File: src/rtl/pbwl_pkg.sv
package pbwl_pkg;
  typedef enum logic [1:0] {
    SZ_BYTE  = 2'd0,
    SZ_HALF  = 2'd1,
    SZ_WORD  = 2'd2,
    SZ_DWORD = 2'd3
  } xfer_size_e;
endpackage

File: src/rtl/pbwl_lanes.sv
module pbwl_lanes
  import pbwl_pkg::*;
#(
  parameter int LW = 32
) (
  input  logic [1:0]      size_i,
  input  logic            addr_lsb_i,
  input  logic [2*LW-1:0] wdata_i,
  input  logic [LW-1:0]   held_i,
  output logic [LW-1:0]   pack_o,
  output logic [2*LW-1:0] view_o
);
  localparam int DW = 2 * LW;

  // write placement into the held word
  always_comb begin
    unique case (size_i)
      SZ_BYTE:  pack_o = addr_lsb_i ? (LW'(wdata_i[7:0]) << (LW - 16))
                                    : (LW'(wdata_i[7:0]) << (LW - 8));
      SZ_HALF:  pack_o = LW'(wdata_i[15:0]) << (LW - 16);
      SZ_WORD:  pack_o = wdata_i[LW-1:0];
      default:  pack_o = wdata_i[DW-1:LW];
    endcase
  end

  // read view of the held word
  always_comb begin
    unique case (size_i)
      SZ_BYTE:  view_o = DW'(held_i[LW-1 -: 8]);
      SZ_HALF:  view_o = DW'(held_i[LW-1 -: 16]);
      SZ_WORD:  view_o = DW'(held_i);
      default:  view_o = {held_i, {LW{1'b0}}};
    endcase
  end
endmodule

File: src/rtl/pbwl_timer.sv
module pbwl_timer #(
  parameter int LATENCY   = 100,
  parameter int STALL_MAX = 100,
  localparam int CW = $clog2(LATENCY + 1),
  localparam int SW = $clog2(STALL_MAX + 1)
) (
  input  logic          clk_i,
  input  logic          rst_ni,
  input  logic          arm_i,
  input  logic          cancel_i,
  output logic          busy_o,
  output logic          stall_valid_o,
  output logic [SW-1:0] stall_cycles_o
);
  logic [CW-1:0] cnt_q;
  logic          busy_q;
  logic          stv_q;
  logic [SW-1:0] stc_q;
  logic [SW-1:0] sat_cnt;

  always_comb begin
    if (int'(cnt_q) > STALL_MAX) sat_cnt = SW'(STALL_MAX);
    else                         sat_cnt = SW'(cnt_q);
  end

  always_ff @(posedge clk_i or negedge rst_ni) begin
    if (!rst_ni) begin
      cnt_q  <= '0;
      busy_q <= 1'b0;
    end else if (arm_i) begin
      cnt_q  <= CW'(LATENCY);
      busy_q <= 1'b1;
    end else if (cancel_i) begin
      cnt_q  <= '0;
      busy_q <= 1'b0;
    end else if (busy_q) begin
      cnt_q <= cnt_q - 1'b1;
      if (cnt_q == CW'(1)) busy_q <= 1'b0;
    end
  end

  always_ff @(posedge clk_i or negedge rst_ni) begin
    if (!rst_ni) begin
      stv_q <= 1'b0;
      stc_q <= '0;
    end else begin
      stv_q <= cancel_i;
      if (cancel_i) stc_q <= sat_cnt;
    end
  end

  assign busy_o         = busy_q;
  assign stall_valid_o  = stv_q;
  assign stall_cycles_o = stc_q;
endmodule

File: src/rtl/pbwl_bus_port.sv
module pbwl_bus_port
  import pbwl_pkg::*;
#(
  parameter int AW = 32,
  parameter int DW = 64
) (
  input  logic          clk_i,
  input  logic          rst_ni,
  input  logic          start_i,
  input  logic          we_i,
  input  logic [1:0]    size_i,
  input  logic [AW-1:0] addr_i,
  input  logic [DW-1:0] wdata_i,
  output logic          pend_o,
  output logic          rd_done_o,
  output logic [DW-1:0] rd_data_o,
  output logic          bus_req_o,
  output logic          bus_we_o,
  output logic [1:0]    bus_size_o,
  output logic [AW-1:0] bus_addr_o,
  output logic [DW-1:0] bus_wdata_o,
  input  logic          bus_ack_i,
  input  logic [DW-1:0] bus_rdata_i
);
  logic          req_q, we_q;
  logic [1:0]    size_q;
  logic [AW-1:0] addr_q;
  logic [DW-1:0] wdata_q;

  always_ff @(posedge clk_i or negedge rst_ni) begin
    if (!rst_ni) begin
      req_q   <= 1'b0;
      we_q    <= 1'b0;
      size_q  <= '0;
      addr_q  <= '0;
      wdata_q <= '0;
    end else if (start_i) begin
      req_q   <= 1'b1;
      we_q    <= we_i;
      size_q  <= size_i;
      addr_q  <= addr_i;
      wdata_q <= wdata_i;
    end else if (req_q && bus_ack_i) begin
      req_q <= 1'b0;
    end
  end

  always_comb begin
    unique case (size_q)
      SZ_BYTE:  rd_data_o = DW'(bus_rdata_i[7:0]);
      SZ_HALF:  rd_data_o = DW'(bus_rdata_i[15:0]);
      SZ_WORD:  rd_data_o = DW'(bus_rdata_i[31:0]);
      default:  rd_data_o = bus_rdata_i;
    endcase
  end

  assign rd_done_o   = req_q & bus_ack_i & ~we_q;
  assign pend_o      = req_q;
  assign bus_req_o   = req_q;
  assign bus_we_o    = we_q;
  assign bus_size_o  = size_q;
  assign bus_addr_o  = addr_q;
  assign bus_wdata_o = wdata_q;
endmodule

File: src/rtl/pbus_wlatch.sv
module pbus_wlatch
  import pbwl_pkg::*;
#(
  parameter int          AW        = 32,
  parameter int          LW        = 32,
  parameter int          LATENCY   = 100,
  parameter int          STALL_MAX = 100,
  parameter logic [31:0] DBG_ADDR  = 32'h0500_0020,
  localparam int DW = 2 * LW,
  localparam int SW = $clog2(STALL_MAX + 1)
) (
  input  logic          clk_i,
  input  logic          rst_ni,
  input  logic          req_valid_i,
  output logic          req_ready_o,
  input  logic          req_write_i,
  input  logic [1:0]    req_size_i,
  input  logic [AW-1:0] req_addr_i,
  input  logic [DW-1:0] req_wdata_i,
  output logic          rsp_valid_o,
  output logic [DW-1:0] rsp_rdata_o,
  output logic          busy_o,
  output logic          stall_valid_o,
  output logic [SW-1:0] stall_cycles_o,
  output logic          bus_req_o,
  output logic          bus_we_o,
  output logic [1:0]    bus_size_o,
  output logic [AW-1:0] bus_addr_o,
  output logic [DW-1:0] bus_wdata_o,
  input  logic          bus_ack_i,
  input  logic [DW-1:0] bus_rdata_i
);
  logic          pend, rd_done;
  logic [DW-1:0] rd_data;
  logic          busy;
  logic          accept, is_dbg;
  logic          wr_take, dbg_fwd, rd_held, rd_bus, start;
  logic [LW-1:0] held_q, pack;
  logic [DW-1:0] view;
  logic          rsp_v_q;
  logic [DW-1:0] rsp_d_q;

  assign accept  = req_valid_i & ~pend;
  assign is_dbg  = (req_size_i == SZ_BYTE) && (req_addr_i == AW'(DBG_ADDR));
  assign wr_take = accept &  req_write_i & ~busy;
  assign dbg_fwd = accept &  req_write_i &  busy & is_dbg;
  assign rd_held = accept & ~req_write_i &  busy;
  assign rd_bus  = accept & ~req_write_i & ~busy;
  assign start   = wr_take | dbg_fwd | rd_bus;

  pbwl_lanes #(.LW(LW)) u_lanes (
    .size_i    (req_size_i),
    .addr_lsb_i(req_addr_i[0]),
    .wdata_i   (req_wdata_i),
    .held_i    (held_q),
    .pack_o    (pack),
    .view_o    (view)
  );

  pbwl_timer #(.LATENCY(LATENCY), .STALL_MAX(STALL_MAX)) u_timer (
    .clk_i         (clk_i),
    .rst_ni        (rst_ni),
    .arm_i         (wr_take),
    .cancel_i      (rd_held),
    .busy_o        (busy),
    .stall_valid_o (stall_valid_o),
    .stall_cycles_o(stall_cycles_o)
  );

  pbwl_bus_port #(.AW(AW), .DW(DW)) u_port (
    .clk_i      (clk_i),
    .rst_ni     (rst_ni),
    .start_i    (start),
    .we_i       (req_write_i),
    .size_i     (req_size_i),
    .addr_i     (req_addr_i),
    .wdata_i    (req_wdata_i),
    .pend_o     (pend),
    .rd_done_o  (rd_done),
    .rd_data_o  (rd_data),
    .bus_req_o  (bus_req_o),
    .bus_we_o   (bus_we_o),
    .bus_size_o (bus_size_o),
    .bus_addr_o (bus_addr_o),
    .bus_wdata_o(bus_wdata_o),
    .bus_ack_i  (bus_ack_i),
    .bus_rdata_i(bus_rdata_i)
  );

  always_ff @(posedge clk_i or negedge rst_ni) begin
    if (!rst_ni)      held_q <= '0;
    else if (wr_take) held_q <= pack;
  end

  // held-word reads and bus reads never complete on the same edge
  always_ff @(posedge clk_i or negedge rst_ni) begin
    if (!rst_ni) begin
      rsp_v_q <= 1'b0;
      rsp_d_q <= '0;
    end else begin
      rsp_v_q <= rd_held | rd_done;
      if (rd_held)      rsp_d_q <= view;
      else if (rd_done) rsp_d_q <= rd_data;
    end
  end

  assign req_ready_o = ~pend;
  assign rsp_valid_o = rsp_v_q;
  assign rsp_rdata_o = rsp_d_q;
  assign busy_o      = busy;
endmodule

File: config.mk
export PLATFORM = sky130hd
export DESIGN_NAME = pbus_wlatch
export DESIGN_NICKNAME = d
export VERILOG_FILES = /design/src/rtl/pbwl_pkg.sv /design/src/rtl/pbwl_lanes.sv /design/src/rtl/pbwl_timer.sv /design/src/rtl/pbwl_bus_port.sv /design/src/rtl/pbus_wlatch.sv
export SDC_FILE = /design/constraint.sdc
export NUM_CORES = 1
export LEC_CHECK = 0
export BUFFER_PORTS_ARGS = -buffer_cell sky130_fd_sc_hd__buf_4
export CORE_MARGIN = 2
export CORE_UTILIZATION = 47
export CTS_CLUSTER_DIAMETER = 200
export DETAILED_ROUTE_END_ITERATION = 8
export PLACE_DENSITY = 0.77
export SLEW_MARGIN = 20
export SYNTH_ARGS = -nofsm -noshare
export SYNTH_HDL_FRONTEND = slang
export SYNTH_HIERARCHICAL = 1
export SYNTH_SLANG_ARGS = --single-unit
export TNS_END_PERCENT = 1
File: constraint.sdc
create_clock -name clk_i -period 2.05 [get_ports clk_i]
set_clock_uncertainty 0.05 [all_clocks]
set_input_delay 0.205 -clock clk_i [delete_from_list [all_inputs] [get_ports clk_i]]
set_output_delay 0.205 -clock clk_i [all_outputs]
set_load 0.1 [all_outputs]
==> metrics.csv <==
metric,value,unit
cts_sinks,213,
via_per_inst,5.36,
ys_types,53,
grt-busiest-layer,met2,
crit_arrival,2370,ps
fmax,0.497,GHz
worst-setup-path-type,reg2reg,
crit_path_end_kind,flip-flop,
coreArea,0.0234,mm2
grt_max_degree,93,
die_area,0.0250,mm2
ys_seq_area_frac,0.477,
dieWidth,158,um
critPathMaxFanout,8,
netlist_top_cells_area,"dfrtp_1 48%, mux2_4 14%, mux2i_1 7.9%",
cts_buffers,24,
syn_avg_cell_area,12.4,um2
avgRoutedWirePerCell,21.9,um
initialDrtViolationCount,525,
rows,56,
synthCells,899,
grt_pass1_wl,53800,um
syn_to_final_growth,43.5,%
synth_warnings,6,
synth_top_area_frac,0.477,
track_usage,0.282,
hp-start,bus_rdata_i[18],
period_minus_slack,2010,ps
via_count,8943,
drtPass1Iterations,5,
worst_slew_pin_slew,938,ps
final_core_util,0.685,
pre_cts_slack,-219,ps
antenna_found_initial,1,
critical_path_required,2400,ps
cts_root_buf,clkbuf_16,
finalSetupViolations,0,
htree_levels,1,
drive_gt1_frac,0.431,
hold_class,in2reg,
grt-ovfl-total,0,
rr_startpoint,u_port/bus_req_o,
drc_errors,0,
synthArstFlopShare,1.00,
path_clk_slew,60,ps
initial_core_util,0.478,
synth_seq_cells,213,
routed_wl,36500,um
setup_ws,37.4,ps
ys_top_cells_by_count,"213 x dfrtp_1, 102 x mux2_4, 88 x mux2i_1",
final_max_slew_viol_count,0,
synth_most_common_cell,dfrtp_1,
clock_latency,520,ps
grt.met2_usage,0.489,
maxCapViolations,0,
use_met1,0.357,
syn-num-nets,1068,
ios,342,
synth-main-ff-cell,dfrtp_1,
die_h,158,um
cts_setup_buffers,0,
yosys.area.top_type,dfrtp_1,
grt_pass1_vias,9521,
ant_nets,0,
finalCritPeriodShare,0.982,
clockBufferDepth,3,
fin_tns_setup,0,ps
use_met3,0.0372,
startpoint,u_port/bus_req_o,
hold_viol,0,
cts_tree,done,
dp_cells,1519,
fin_cells,1667,
synth_edf_count,0,
slew_headroom,0.374,
dp_hpwl,24100,um
fin_nets,1502,
synth_area,0.0112,mm2
startpoint_type,flip-flop,
run_status,"finished, final reports clean",
gp_congestion,0.814,
portBuffers,341,
==> critical path, stage by stage (launching register included) <==
cell and delay [ps]:
dfrtp_4 510, clkinvlp_4 90, nand3_2 90, o32ai_4 420, clkbuf_16 260, clkbuf_16 170
mux2_4 300
==> placed cells by master, fill, tap and decap left out, types with 5 or more instances in the layout <==
master,instances
buf_4,360
dfrtp_1,211
dlygate4sd3_1,104
mux2_4,102
mux2i_1,88
nand2_1,68
o21ai_0,66
and3_1,64
nor2b_1,40
mux2_2,34
and2_1,32
clkbuf_16,28
buf_12,12
o2bb2ai_1,10
mux4_2,8
o221a_1,8
a22o_1,8
inv_1,7
nor4b_1,5
clkbuf_8,5
buf_6,5
or2_1,5
mux2_1,5
==> final timing paths <==
check,endpoint,slack [ps],cells past startpoint
min in group asynchronous,u_port/bus_addr_o[0],120,2
worst min-delay path,rsp_rdata_o[18],50,4
worst max-delay path,u_port/bus_addr_o[24],40,6
worst max register to register,u_port/bus_addr_o[24],40,6
worst min register to register,u_timer/stall_cycles_o[0],450,1
max in group asynchronous,rsp_rdata_o[54],1160,3
==> cell families after synthesis <==
group,count (synthesis),synth area share
simple gates,251,0.128
flops,213,0.477
buf+inv,88,0.0583
xor+xnor,3,0.00235
fa+ha+maj,2,0.00224
compound gates,105,0.0611
mux,237,0.271
==> routing by layer <==
metal,vias to the layer above,routed length [um]
li1,4044,-
met3,88,1910
met2,350,18300
met4,0,1380
met5,-,0
met1,4461,15000
==> through the flow <==
| step | hold WS, ps | instance area [um2] |
|---|---|---|
| after floorplan | -141 | 11200 |
| after global placement | 83.6 | 14000 |
| after detailed placement | 90.1 | 14000 |
| after CTS | 42.5 | 15900 |
| after global routing | 77.7 | 16000 |
| final | 52.0 | 16000 |
==> flip-flops by register name, indices dropped and copies added, names as in the netlist <==
signal and count:
u_timer/stall_cycles_o 7, u_port/bus_size_o 2, u_timer/stall_valid_o 1, u_port/bus_req_o 1, u_timer/cnt_q 7, u_port/bus_wdata_o 64
rsp_rdata_o 64, u_port/bus_addr_o 32, rsp_valid_o 1, u_timer/busy_o 1, held_q 32, u_port/bus_we_o 1
==> area by class of cell <==
class                   instances  area, um2
multi-input cells             598       5260
inverters                       8       33.8
flip-flops and latches        213       5340
diodes                          1       2.50
repair buffers                488       4180
well taps                     319        399
fillers                      1698       7370
clock buffers                  34        709
clock inverters                 6        109
==> what timing repair did <==
item,4_1_cts,5_1_grt
endpoints found under the setup margin,0,94
gates resized for setup,0,11
hold endpoints to repair,318,0
hold buffers,106,0
Power is left out: the tool's default activity adds up to more than one toggle a clock period on the data nets, which glitch-free logic cannot reach.
